## src/rtl/scanfix_pkg.sv

```systemverilog
package scanfix_pkg;

   // operating type, encoded as {tm, se}
   typedef enum logic [1:0] {
      OP_NORMAL  = 2'b00,
      OP_STRAY   = 2'b01,
      OP_CAPTURE = 2'b10,
      OP_SHIFT   = 2'b11
   } op_e;

   function automatic op_e decode_op(input logic tm, input logic se);
      return op_e'({tm, se});
   endfunction

endpackage

```

## src/rtl/scan_cell.sv

```systemverilog
module scan_cell (
   input  logic clk,
   input  logic clr,
   input  logic en,
   input  logic se,
   input  logic si,
   input  logic di,
   output logic q
);

   always_ff @(posedge clk or posedge clr) begin
      if (clr)
         q <= 1'b0;
      else if (en)
         q <= se ? si : di;
   end

   // serial path taken when scan enable is high
   p_cell_shift_r1: assert property (@(posedge clk) disable iff (clr)
      (en && se) |=> (q == $past(si)));

   // a disabled cell keeps its value
   p_cell_hold_r3: assert property (@(posedge clk) disable iff (clr)
      !en |=> (q == $past(q)));

endmodule

```

## src/rtl/test_ctrl.sv

```systemverilog
module test_ctrl
   import scanfix_pkg::*;
#(
   parameter bit CLR_ACT_HIGH = 1'b1
) (
   input  logic tm,
   input  logic se,
   input  logic fn_ce,
   input  logic clr_src,
   output logic cell_en,
   output logic clr_eff
);

   logic clr_req;
   op_e  op;

   generate
      if (CLR_ACT_HIGH) begin : g_clr_high
         assign clr_req = clr_src;
      end else begin : g_clr_low
         assign clr_req = ~clr_src;
      end
   endgenerate

   assign op = decode_op(tm, se);

   // clock-enable override: any test activity forces the cells to advance
   always_comb begin
      case (op)
         OP_NORMAL: cell_en = fn_ce;
         default:   cell_en = 1'b1;
      endcase
   end

   // internal clear is blocked for the whole test operation
   assign clr_eff = clr_req & ~tm;

endmodule

```

## src/rtl/bus_guard.sv

```systemverilog
module bus_guard #(
   parameter int N_DRV     = 3,
   parameter int SEL_W     = 2,
   parameter int FORCE_IDX = 0
) (
   input  logic             clk,
   input  logic             clr,
   input  logic             se,
   input  logic [SEL_W-1:0] sel,
   input  logic             oe_fn,
   output logic [N_DRV-1:0] bus_en,
   output logic             pad_oe
);

   localparam logic [N_DRV-1:0] SAFE_EN = N_DRV'(1) << FORCE_IDX;

   generate
      for (genvar k = 0; k < N_DRV; k++) begin : g_drv
         localparam logic [SEL_W-1:0] CODE = SEL_W'(k + 1);
         localparam bit               SAFE = (k == FORCE_IDX);
         assign bus_en[k] = se ? SAFE : (sel == CODE);
      end
   endgenerate

   // bidirectional pad: tester owns the pin during shift
   assign pad_oe = oe_fn & ~se;

   // never two drivers on the bus
   p_one_drv_r8: assert property (@(posedge clk) disable iff (clr)
      $onehot0(bus_en));

   // the safe driver alone during shift
   p_shift_drv_r5: assert property (@(posedge clk) disable iff (clr)
      se |-> (bus_en == SAFE_EN));

   // pad buffer off during shift
   p_pad_off_r6: assert property (@(posedge clk) disable iff (clr)
      se |-> !pad_oe);

endmodule

```

## src/rtl/scan_repair_core.sv

```systemverilog
module scan_repair_core #(
   parameter int N_CELLS      = 3,
   parameter int N_DRV        = 3,
   parameter int FORCE_IDX    = 0,
   parameter bit CLR_ACT_HIGH = 1'b1
) (
   input  logic               clk_i,
   input  logic               tm_i,
   input  logic               se_i,
   input  logic               si_i,
   input  logic [N_CELLS-1:0] pi_i,
   input  logic               pad_in_i,
   input  logic               fn_ce_i,
   input  logic               clr_src_i,
   output logic               so_o,
   output logic [N_CELLS-1:0] po_o,
   output logic [N_DRV-1:0]   bus_en_o,
   output logic               pad_oe_o,
   output logic               pad_out_o
);

   localparam int SEL_W = $clog2(N_DRV + 1);

   generate
      if (N_CELLS < 2) begin : g_bad_cells
         $error("scan_repair_core: N_CELLS must be at least 2");
      end
      if (N_DRV < 1) begin : g_bad_drv
         $error("scan_repair_core: N_DRV must be at least 1");
      end
      if (N_CELLS < SEL_W) begin : g_bad_sel
         $error("scan_repair_core: N_CELLS too small for the bus select");
      end
      if (FORCE_IDX < 0 || FORCE_IDX >= N_DRV) begin : g_bad_force
         $error("scan_repair_core: FORCE_IDX out of range");
      end
   endgenerate

   logic               cell_en;
   logic               clr_eff;
   logic [N_CELLS-1:0] q;
   logic [N_CELLS-1:0] di_vec;
   logic [N_CELLS-1:0] si_vec;

   test_ctrl #(
      .CLR_ACT_HIGH (CLR_ACT_HIGH)
   ) u_ctrl (
      .tm      (tm_i),
      .se      (se_i),
      .fn_ce   (fn_ce_i),
      .clr_src (clr_src_i),
      .cell_en (cell_en),
      .clr_eff (clr_eff)
   );

   // combinational next-state logic and chain stitching
   generate
      for (genvar i = 0; i < N_CELLS; i++) begin : g_cell
         if (i == 0) begin : g_head
            assign di_vec[i] = q[N_CELLS-1] ^ pi_i[i] ^ pad_in_i;
            assign si_vec[i] = si_i;
         end else begin : g_body
            assign di_vec[i] = q[i-1] ^ pi_i[i];
            assign si_vec[i] = q[i-1];
         end

         scan_cell u_cell (
            .clk (clk_i),
            .clr (clr_eff),
            .en  (cell_en),
            .se  (se_i),
            .si  (si_vec[i]),
            .di  (di_vec[i]),
            .q   (q[i])
         );
      end
   endgenerate

   bus_guard #(
      .N_DRV     (N_DRV),
      .SEL_W     (SEL_W),
      .FORCE_IDX (FORCE_IDX)
   ) u_bus (
      .clk    (clk_i),
      .clr    (clr_eff),
      .se     (se_i),
      .sel    (q[SEL_W-1:0]),
      .oe_fn  (q[N_CELLS-1]),
      .bus_en (bus_en_o),
      .pad_oe (pad_oe_o)
   );

   assign so_o      = q[N_CELLS-1];
   assign po_o      = q ^ pi_i;
   assign pad_out_o = q[0];

   // the scan input arrives in cell 0 one edge later
   p_chain_head_r1: assert property (@(posedge clk_i) disable iff (clr_eff)
      (tm_i && se_i) |=> (q[0] == $past(si_i)));

   // capture loads the functional response into all cells
   p_capture_r2: assert property (@(posedge clk_i) disable iff (clr_eff)
      (tm_i && !se_i) |=> (q == $past(di_vec)));

   // functional enable low in normal mode holds state
   p_ce_hold_r3: assert property (@(posedge clk_i) disable iff (clr_eff)
      (!tm_i && !se_i && !fn_ce_i) |=> $stable(q));

   // test mode never lets the internal clear through
   p_tm_blocks_clr_r4: assert property (@(posedge clk_i)
      tm_i |-> !clr_eff);

   // normal mode with enable follows the next-state logic
   p_normal_r7: assert property (@(posedge clk_i) disable iff (clr_eff)
      (!tm_i && !se_i && fn_ce_i) |=> (q == $past(di_vec)));

endmodule

```

## config.mk

```make
export PLATFORM = sky130hd
export DESIGN_NAME = scan_repair_core
export DESIGN_NICKNAME = d
export VERILOG_FILES = /design/src/rtl/scanfix_pkg.sv /design/src/rtl/scan_cell.sv /design/src/rtl/test_ctrl.sv /design/src/rtl/bus_guard.sv /design/src/rtl/scan_repair_core.sv
export SDC_FILE = /design/constraint.sdc
export NUM_CORES = 1
export LEC_CHECK = 0
export ABC_AREA = 1
export CAP_MARGIN = 5
export CELL_PAD_IN_SITES_DETAIL_PLACEMENT = 1
export CELL_PAD_IN_SITES_GLOBAL_PLACEMENT = 1
export CORE_MARGIN = 5
export CORE_UTILIZATION = 18
export DETAILED_ROUTE_END_ITERATION = 8
export PLACE_DENSITY_LB_ADDON = 0.1
export SLEW_MARGIN = 20
export SYNTH_ARGS = -nofsm -noshare
export SYNTH_HDL_FRONTEND = slang
export SYNTH_SLANG_ARGS = --single-unit
```

## constraint.sdc

```tcl
create_clock -name clk_i -period 1 [get_ports clk_i]
set_clock_uncertainty 0.05 [all_clocks]
set_input_delay 0.15 -clock clk_i [delete_from_list [all_inputs] [get_ports clk_i]]
set_output_delay 0.15 -clock clk_i [all_outputs]
set_load 0.01 [all_outputs]
```

Word level (Yosys, flattened, before mapping)
Index checks and enable logic that the tools add are counted.
Word-level totals
  memories kept: 0
  logic and storage cells: 23
  latch bits: 0
  ROM bits: 0
  input bits: 10
  bits in registers: 3
  output and inout port bits: 9
  memory bits (writable): 0
Cells by class
  multipliers: 0
  $lt $le $gt $ge: 0
  reduce and logical (&&, ||, !) cells: 1
  eq/ne operators: 3
  multiplexer cells: 7
  add/sub/neg operators: 0
  bitwise logic cells: 9
  divide/modulo/power cells: 0
  shift-type cells: 0
Operator list (count)
  1-bit 2-to-1 mux: 7
  2-bit == test (second input constant): 2
  1-bit bitwise XOR: 4
  3-bit bitwise XOR: 1
  1-bit AND: 2
  2-bit by 1-bit == test with 1-bit output (second input constant): 1
  2-bit zero test: 1
  1-bit NOT: 2

Logic depth before layout (Yosys ltp)
Gate-level depths: netlist of run 1.
  word-level depth: 3
  depth in mapped cells: 6
  mapped depth without buffers: 6

Hierarchy
A second synthesis of run 1 with hierarchy kept.
Unflattened totals
  cells, all modules: 62
  area, all modules: 326.6 um^2
Modules (own cells, without submodules)
  scan_cell: seq. area each 25.0 um^2, instances 3, cells each 11, area each 63.8 um^2
  scan_repair_core: seq. area each 0.0 um^2, instances 1, cells each 14, area each 78.8 um^2
  bus_guard: seq. area each 0.0 um^2, instances 1, cells each 10, area each 37.5 um^2
  test_ctrl: seq. area each 0.0 um^2, instances 1, cells each 5, area each 18.8 um^2

Worst setup path after synthesis of run 1
No wires, ideal clock.
  kind: register -> register
  start: register g_cell[2].u_cell.q
  end: register g_cell[0].u_cell.q
  cell stages (with the launch flop): 6
  clock period less this slack: 1.039 ns
  buffers on the path: 0
  arrival: 0.871 ns
  data required time: 0.833 ns
  path slack: -0.039 ns
  library setup time: 0.117 ns
  cell sequence: dfrtp_1 -> inv_1 -> nor2_1 -> nand2_1 -> nand3_1 -> nand2_1
Between the ends
  longest elaborated chain between the ends: 3
Ends and longest elaborated chain
  start: declaration: RTL line scan_cell.sv:8  | output logic q
  start signal: assignment: RTL line scan_cell.sv:15  | q <= se ? si : di;
  1-bit bitwise XOR (2 in series): RTL line scan_repair_core.sv:60  | assign di_vec[i] = q[N_CELLS-1] ^ pi_i[i] ^ pad_in_i;
  1-bit 2-to-1 mux: RTL line scan_cell.sv:15
  end signal: assignment: RTL line scan_cell.sv:15
  end: declaration: RTL line scan_cell.sv:8
Every way passes these cells.
A chain may end at the register's enable or synchronous reset.

Final worst setup path of run 1
  start: register g_cell[0].u_cell.q
  end: output port po_o[0]
Between the ends
  longest elaborated chain between the ends: 1
Ends and longest elaborated chain
  3-bit bitwise XOR: RTL line scan_repair_core.sv:94  | assign po_o = q ^ pi_i;
  end: declaration: RTL line scan_repair_core.sv:16  | output logic [N_CELLS-1:0] po_o,
Every way passes these cells.

==> reports/metrics.csv, run 1 <==
stage;metric;value;unit
run_status;status;finished with violations;
run_status;violations;setup timing;
floorplanning;core;1300;µm²
setup_path;critPathCaptureType;primary output;
drt;viasPerCell;4.23;
floorplanning;start_util;0.191;
drt;first_pass_iters;1;
setup_path;reg2reg_depth;7;
flow_run;maxCapViolCount;0;
placed_design;preCtsSetupSlack;-0.643;ns
finish;nets;89;
global_routing;busiest_layer;met2;
placed_design;dp.cells;86;
global_routing;grt_overflow;0;
finish;largest_registers;g_cell.u_cell.q x3;
timing;finalMaxSlewViolations;0;
timing;fin_crit_sh;1.27;
setup_path;reg2reg_slack;-0.07;ns
setup_path;worstPathArrival;1.07;ns
pwr;irDropWorstVdd;716;µV
drt;num_vias;393;
min_path;hp-class;in2async;
finish;top_register;g_cell.u_cell.q;
drt;drc;0;
timing;period_needed;1.27;ns
floorplanning;die_w;47.2;µm
setup_path;cp-start-kind;register;
global_routing;grt_start_max_net_pins;6;
logic_synthesis;seq_area_frac_synth;0.302;
finish;largest_reg_flops;3;
clock_network;cts.clk_slew.worst_paths;0.04;ns
logic_synthesis;ys_ff_latch;3;
drt;ant_nets;0;
finish;diodes;0;
logic_synthesis;syn_inst;41;
timing;fmax;787;MHz
drt;first_iter_violations;0;
pwr;p_per_area;1290;nW/µm²
global_routing;grt_pass1_vias;415;
setup_path;cp.required;0.80;ns
global_routing;grt_first_pass_wirelength;1.70;mm
logic_synthesis;synth_nets;51;
timing;setup_viol;9;
drt;routedWlPerCell;11.4;µm
global_routing;grt_use_total;0.109;
global_routing;met2_usage;0.198;
floorplanning;num_io_pins;19;
logic_synthesis;syn-cell-area;249;µm²
finish;final_cells;93;
placed_design;gp_congestion;0.716;
timing;worst_pin_slew;0.175;ns
setup_path;timing.rr.end;g_cell[0].u_cell.q;
placed_design;dpl.hpwl;809;µm
drt;wirelength;1.06;mm
placed_design;port_buffers;18;
floorplanning;rows;13;
finish;nFillCells;165;
logic_synthesis;syn_area_per_cell;6.07;µm²
finish;layout-drive-gt1-share;0.577;
clock_network;cts_tree;yes;
global_routing;antenna_found_initial;0;
floorplanning;die-area;2230;µm²
logic_synthesis;ys_warn_count;0;
timing;max-slew-margin-rel;0.883;
global_routing;grtUsageMet1;0.126;
clock_network;clock-root-buffer;clkbuf_4;
logic_synthesis;yosysUniqueCellTypes;9;
timing;hold_viol_final;0;
setup_path;critical_path_class;reg2out;
setup_path;critPathMaxFanout;5;
finish;area.growth.synth_to_final;153;%
clock_network;clock-sinks;3;
timing;rsz0062_at_grt;true;
pwr;power.leakage;0.332;nW
setup_path;r2r-start;g_cell[2].u_cell.q;
timing;whs;0.0489;ns
clock_network;cts_buffers;3;
clock_network;clk_latency;0.23;ns
floorplanning;die_h;47.2;µm
clock_network;cts_buffer_depth;2;
timing;setup_ws;-0.270;ns
finish;fin_util;0.484;
global_routing;grtUsageMet3;0.0115;
clock_network;h-tree-depth;1;
[power breakdown]
part           internal [mW]  switching [mW]
Clock                  0.149          0.0548
Combinational          0.237           0.197
Sequential             0.144          0.0320
[critical path, cell delays in order, from the launching register on]
cell	delay [ns]
dfrtp_2	0.44
buf_6	0.13
xor2_1	0.14
buf_2	0.14
[through the flow]
step	power [mW]	TNS [ns]	area, µm²
CTS	0.783	-1.65	587
detailed placement	0.547	-6.00	541
global placement	0.544	-5.85	541
finish	0.814	-1.58	629
global route	0.873	-2.14	629
floorplan	0.290	-0.00486	251
[per-layer routing]
| layer | wire [µm] | share of wire | vias to the layer above |
|---|---|---|---|
| li1 | - | - | 203 |
| met1 | 468 | 0.44 | 179 |
| met2 | 530 | 0.50 | 11 |
| met3 | 59 | 0.056 | 0 |
| met4 | 0 | 0 | 0 |
| met5 | 0 | 0 | - |
[cell families after synthesis]
family | after synthesis | synth area share
flip-flops | 3 | 0.301
buffers and inverters | 7 | 0.106
AND/OR/NAND/NOR | 24 | 0.407
XOR/XNOR | 3 | 0.106
AO/OA/AOI/OAI | 4 | 0.0804
[synth_stat cells]
master	count	share of area
nand3_1	7	0.14
a21oi_1	1	0.020
nand2_1	11	0.17
xor2_1	3	0.11
nor3_1	2	0.040
o21ai_0	3	0.060
inv_1	7	0.11
dfrtp_1	3	0.30
nor2_1	4	0.060
[what timing repair did]
| action | 4_1_cts | 5_1_grt |
|---|---|---|
| setup endpoints to repair | 12 | 12 |
| gates resized for setup | 56 | 13 |
| endpoints found under the hold margin | 0 | 0 |
| setup buffers | 5 | 3 |
| pin swaps | 8 | 3 |
| hold buffers | 0 | 0 |
[placed cells by master, fill, tap and decap left out]
cell type,n
nand3_1,4
clkbuf_1,1
dfrtp_1,2
buf_2,8
buf_4,9
nor2_2,1
o21ai_1,1
o21ai_2,2
nand3_2,3
nor2_1,2
dfrtp_2,1
inv_1,4
xor2_1,3
inv_2,2
a21oi_1,1
nor2_4,1
inv_4,1
nand2_2,3
nand2_4,2
clkdlybuf4s50_1,8
nor3_1,1
clkbuf_4,3
buf_6,7
clkbuf_2,1
nor3_2,1
nand2_1,6
[worst max-delay path by stage]
stage / start / end / slack, ns / cells past startpoint
floorplan: g_cell[0].u_cell.q / bus_en_o[2] / -0.005 / 2
global placement: se_i / bus_en_o[1] / -0.62 / 3
detailed placement: se_i / bus_en_o[1] / -0.64 / 3
CTS: g_cell[0].u_cell.q / po_o[0] / -0.28 / 3
global route: g_cell[0].u_cell.q / po_o[0] / -0.32 / 3
finish: g_cell[0].u_cell.q / po_o[0] / -0.27 / 3
[area by class of cell]
| type | instances | area [µm²] | area share |
|---|---|---|---|
| clock buffer | 4 | 26.3 | 0.0417 |
| inverter | 7 | 28.8 | 0.0457 |
| tap | 15 | 18.8 | 0.0298 |
| sequential | 3 | 76.3 | 0.121 |
| timing repair buffer | 33 | 272 | 0.431 |
| multi-input combinational | 31 | 208 | 0.330 |
Power figures use the tool's default switching activity.
==> run 2, diff against run 1 <==
--- a/config.mk
+++ b/config.mk
@@ -9,9 +9,9 @@
 export CAP_MARGIN = 5
 export CELL_PAD_IN_SITES_DETAIL_PLACEMENT = 1
 export CELL_PAD_IN_SITES_GLOBAL_PLACEMENT = 1
-export CORE_MARGIN = 5
 export CORE_UTILIZATION = 18
 export DETAILED_ROUTE_END_ITERATION = 8
+export MAX_ROUTING_LAYER = met4
 export PLACE_DENSITY_LB_ADDON = 0.1
 export SLEW_MARGIN = 20
 export SYNTH_ARGS = -nofsm -noshare
==> reports/metrics.csv, run 2 (same netlist as run 1, synthesis figures left out) <==
stage;metric;value;unit
run_status;status;finished with violations;
run_status;violations;setup timing;
global_routing;grt_start_max_net_pins;6;
timing;finalSetupTns;-1.85;ns
finish;mostFrequentLayoutCell;buf_4;
floorplanning;core;1300;µm²
timing;fin_crit_sh;1.32;
floorplanning;die-area;1540;µm²
floorplanning;die_w;39.2;µm
timing;hold_viol_final;0;
global_routing;grt_first_pass_wirelength;1.66;mm
setup_path;critPathCaptureType;primary output;
timing;worst_pin_slew;0.198;ns
drt;first_pass_iters;3;
floorplanning;die_h;39.2;µm
finish;largest_reg_flops;3;
drt;first_iter_violations;2;
drt;num_vias;425;
timing;max-slew-margin-rel;0.868;
finish;fin_util;0.518;
finish;diodes;0;
finish;nets;92;
setup_path;cp.required;0.80;ns
pwr;p_per_area;1340;nW/µm²
timing;setup_ws;-0.316;ns
placed_design;gp_congestion;0.681;
setup_path;cp-start-kind;register;
drt;wirelength;1.31;mm
clock_network;clock-root-buffer;clkbuf_4;
placed_design;dpl.hpwl;738;µm
timing;period_needed;1.32;ns
finish;area.growth.synth_to_final;171;%
finish;top_register;g_cell.u_cell.q;
flow_run;maxCapViolCount;0;
floorplanning;num_io_pins;19;
setup_path;critical_path_class;reg2out;
finish;layout-drive-gt1-share;0.630;
timing;finalMaxSlewViolations;0;
finish;largest_registers;g_cell.u_cell.q x3;
finish;final_cells;96;
floorplanning;rows;13;
min_path;hp-class;in2async;
timing;fmax;760;MHz
placed_design;port_buffers;18;
global_routing;grt_pass1_vias;423;
clock_network;cts_tree;yes;
clock_network;clk_latency;0.24;ns
clock_network;cts_buffers;3;
drt;viasPerCell;4.43;
timing;setup_viol;12;
timing;rsz0062_at_grt;true;
clock_network;h-tree-depth;1;
clock_network;cts_buffer_depth;2;
clock_network;clock-sinks;3;
floorplanning;start_util;0.191;
clock_network;cts.clk_slew.worst_paths;0.04;ns
finish;layout_common_cells;11 x buf_4, 10 x buf_6, 8 x nand2_1, 7 x clkdlybuf4s50_1, 6 x buf_2;
pwr;power.leakage;0.344;nW
placed_design;placed_cell_area;541;µm²
drt;routedWlPerCell;13.7;µm
global_routing;grt_overflow;0;
placed_design;dp.cells;86;
drt;ant_nets;0;
finish;final_area;674;µm²
drt;drc;0;
global_routing;grt_use_total;0.173;
setup_path;critPathMaxFanout;3;
pwr;irDropWorstVdd;701;µV
global_routing;antenna_found_initial;0;
setup_path;worstPathArrival;1.12;ns
## run 2: final cells by class
class	instances	area, µm²
repair buffers	36	309
flip-flops and latches	3	78.8
inverters	7	31.3
multi-input cells	31	210
well taps	15	18.8
fillers	169	627
clock buffers	4	26.3
## run 2: stage by stage
stage | power (mW) | setup WS (ns) | hold WS [ns]
4_1_cts | 0.845 | -0.258 | 0.0365
3_5_place_dp | 0.541 | -0.632 | 0.295
5_1_grt | 0.960 | -0.340 | 0.0721
3_3_place_gp | 0.540 | -0.619 | 0.286
2_1_floorplan | 0.290 | -0.00486 | -0.133
6_report | 0.901 | -0.316 | 0.0448
## run 2: worst paths after layout
kind	from	to	slack, ns	depth (start not counted)
setup / recovery	g_cell[0].u_cell.q	bus_en_o[2]	-0.32	4
hold / removal	clr_src_i	g_cell[2].u_cell.q	0.04	2
setup reg to reg	g_cell[2].u_cell.q	g_cell[0].u_cell.q	-0.06	6
hold reg to reg	g_cell[1].u_cell.q	g_cell[2].u_cell.q	0.64	3
max in group asynchronous	tm_i	g_cell[1].u_cell.q	0.42	4
min in group clk_i	se_i	g_cell[0].u_cell.q	0.46	6
## run 2: metal layers
| metal | wire, µm | vias to the layer above | part of all wire | GRT usage |
|---|---|---|---|---|
| li1 | - | 211 | - | - |
| met1 | 481 | 198 | 0.37 | 0.155 |
| met2 | 760 | 14 | 0.58 | 0.342 |
| met3 | 46 | 2 | 0.035 | 0.0173 |
| met4 | 23 | 0 | 0.018 | 0.103 |
| met5 | 0 | - | 0 | - |
## run 2: worst max-delay path, stage by stage, from the launching register on
cell	delay [ns]
dfrtp_2	0.39
buf_6	0.13
clkinv_4	0.06
nor3_2	0.13
buf_2	0.17
## run 2: timing repair
| action | CTS | global route |
|---|---|---|
| hold buffers | 0 | 0 |
| gates resized for setup | 63 | 16 |
| pin swaps | 4 | 5 |
| buffers inserted | 5 | 4 |
| setup endpoints to repair | 12 | 12 |
## run 2: report_power, final
| group | switching (mW) | leakage, nW | internal [mW] |
|---|---|---|---|
| Combinational | 0.217 | 0.299 | 0.280 |
| Clock | 0.0703 | 0.0150 | 0.150 |
| Sequential | 0.0360 | 0.0302 | 0.147 |
==> run 3, diff against run 2 <==
--- a/config.mk
+++ b/config.mk
@@ -6,14 +6,14 @@
 export NUM_CORES = 1
 export LEC_CHECK = 0
 export ABC_AREA = 1
-export CAP_MARGIN = 5
+export CAP_MARGIN = 20
 export CELL_PAD_IN_SITES_DETAIL_PLACEMENT = 1
 export CELL_PAD_IN_SITES_GLOBAL_PLACEMENT = 1
 export CORE_UTILIZATION = 18
 export DETAILED_ROUTE_END_ITERATION = 8
 export MAX_ROUTING_LAYER = met4
 export PLACE_DENSITY_LB_ADDON = 0.1
-export SLEW_MARGIN = 20
+export SKIP_CTS_REPAIR_TIMING = 1
 export SYNTH_ARGS = -nofsm -noshare
 export SYNTH_HDL_FRONTEND = slang
 export SYNTH_SLANG_ARGS = --single-unit
==> reports/metrics.csv, run 3 (same netlist as run 1, synthesis figures left out) <==
stage;metric;value;unit
placed_design;port_buffers;18;
setup_path;crit_buf_inv;2;
setup_path;crit_family;flip-flops;
setup_path;reg2reg_depth;5;
setup_path;reg2reg_slack;-0.03;ns
clock_network;cts.clk_slew.worst_paths;0.04;ns
timing;setup_viol;10;
global_routing;grt_start_max_net_pins;6;
finish;largest_reg_flops;3;
finish;diodes;0;
drt;drc;0;
finish;mostFrequentLayoutCell;buf_4;
floorplanning;die-area;1540;µm²
finish;top_register;g_cell.u_cell.q;
placed_design;gp_congestion;0.681;
run_status;violations;setup timing;
timing;worst_pin_slew;0.255;ns
setup_path;cp.depth;3;
timing;hold_viol_final;0;
clock_network;clock-sinks;3;
floorplanning;core;1300;µm²
drt;num_vias;410;
timing;fin_crit_sh;1.24;
timing;fmax;808;MHz
drt;ant_nets;0;
global_routing;grt_first_pass_wirelength;1.39;mm
timing;max-slew-margin-rel;0.830;
floorplanning;die_h;39.2;µm
floorplanning;die_w;39.2;µm
run_status;status;finished with violations;
clock_network;cts_buffer_depth;2;
global_routing;grt_use_total;0.142;
setup_path;cp.required;0.80;ns
finish;nets;90;
timing;period_needed;1.24;ns
placed_design;dpl.hpwl;738;µm
setup_path;critPathMaxFanout;2;
pwr;p_total;802;µW
timing;rsz0062_at_grt;true;
setup_path;crit_chain;buf_6 > xor2_1 > buf_2;
finish;fin_util;0.475;
drt;first_pass_iters;2;
setup_path;critPathCaptureType;primary output;
clock_network;clock-root-buffer;clkbuf_4;
timing;setup_ws;-0.238;ns
finish;largest_registers;g_cell.u_cell.q x3;
timing;finalMaxSlewViolations;0;
finish;nFillCells;176;
clock_network;cts_tree;yes;
floorplanning;num_io_pins;19;
pwr;power.leakage;0.338;nW
pwr;irDropWorstVdd;642;µV
setup_path;timing.rr.end;g_cell[0].u_cell.q;
finish;layout_common_cells;12 x buf_4, 9 x nand2_1, 8 x buf_2, 7 x clkdlybuf4s50_1;
setup_path;worstPathArrival;1.04;ns
setup_path;slowest_delay;0.40;ns
floorplanning;start_util;0.191;
setup_path;cpMaxStageDelayCell;dfrtp_2;
setup_path;cp-start-kind;register;
clock_network;h-tree-depth;1;
drt;viasPerCell;4.36;
finish;area.growth.synth_to_final;148;%
finish;layout-drive-gt1-share;0.519;
drt;wirelength;1.01;mm
setup_path;endpoint;po_o[0];
global_routing;grt_pass1_vias;375;
global_routing;grt_overflow;0;
setup_path;startpoint;g_cell[0].u_cell.q;
drt;first_iter_violations;1;
min_path;hp-class;in2async;
setup_path;r2r-start;g_cell[0].u_cell.q;
floorplanning;rows;13;
global_routing;antenna_found_initial;0;
setup_path;critical_path_class;reg2out;
drt;routedWlPerCell;10.7;µm
flow_run;maxCapViolCount;0;
clock_network;cts_buffers;3;
clock_network;clk_latency;0.24;ns
pwr;p_per_area;1300;nW/µm²
[run 3: cell count changes in the layout (fill, tap and decap cells not counted), sizes merged]
cell	previous run	this run
clkbuf	5	4
inv	6	7
dlygate4sd2	1	0
clkinv	1	0
buf	27	25
dlymetal6s2s	0	2
[run 3: per-layer routing]
metal,vias up,global-route usage,share of wire
li1,206,-,-
met2,14,0.246,0.51
met5,-,-,0
met4,0,0.103,0.021
met3,4,0.0173,0.062
met1,186,0.145,0.40
[run 3: worst reg2reg max path, delay by kind of cell (launching register included)]
family | cells | cell delay (ns)
simple gates | 2 | 0.11
buf+inv | 3 | 0.36
flops | 1 | 0.40
[run 3: metrics by stage]
step                      setup WS, ns  hold WS [ns]  cell area (µm²)  cells  setup TNS [ns]
after floorplan               -0.00486        -0.133              251     41        -0.00486
after global placement          -0.619         0.286              541     86           -5.78
after detailed placement        -0.632         0.295              541     86           -5.90
after CTS                       -0.688        0.0366              567     90           -5.93
after global routing            -0.312        0.0605              618     94           -2.12
final                           -0.238        0.0366              618     94           -1.57
[run 3: area by class of cell]
| class | instances | area (µm²) | share of cell area |
|---|---|---|---|
| multi-input combinational | 31 | 186 | 0.302 |
| inverter | 7 | 28.8 | 0.0466 |
| sequential | 3 | 76.3 | 0.123 |
| timing repair buffer | 34 | 282 | 0.455 |
| tap | 15 | 18.8 | 0.0304 |
| clock buffer | 4 | 26.3 | 0.0425 |
[run 3: how the worst min path moves through the flow]
stage,startpoint,end,slack (ns),cells past startpoint
floorplan,clr_src_i,g_cell[0].u_cell.q,-0.13,1
global placement,clr_src_i,g_cell[0].u_cell.q,0.29,2
detailed placement,clr_src_i,g_cell[1].u_cell.q,0.29,2
CTS,clr_src_i,g_cell[2].u_cell.q,0.04,2
global route,clr_src_i,g_cell[1].u_cell.q,0.06,2
finish,clr_src_i,g_cell[2].u_cell.q,0.04,2
[run 3: power breakdown]
part | switching, mW | internal [mW]
clock | 0.0691 | 0.150
sequential | 0.0261 | 0.144
combinational | 0.182 | 0.231
total | 0.278 | 0.525
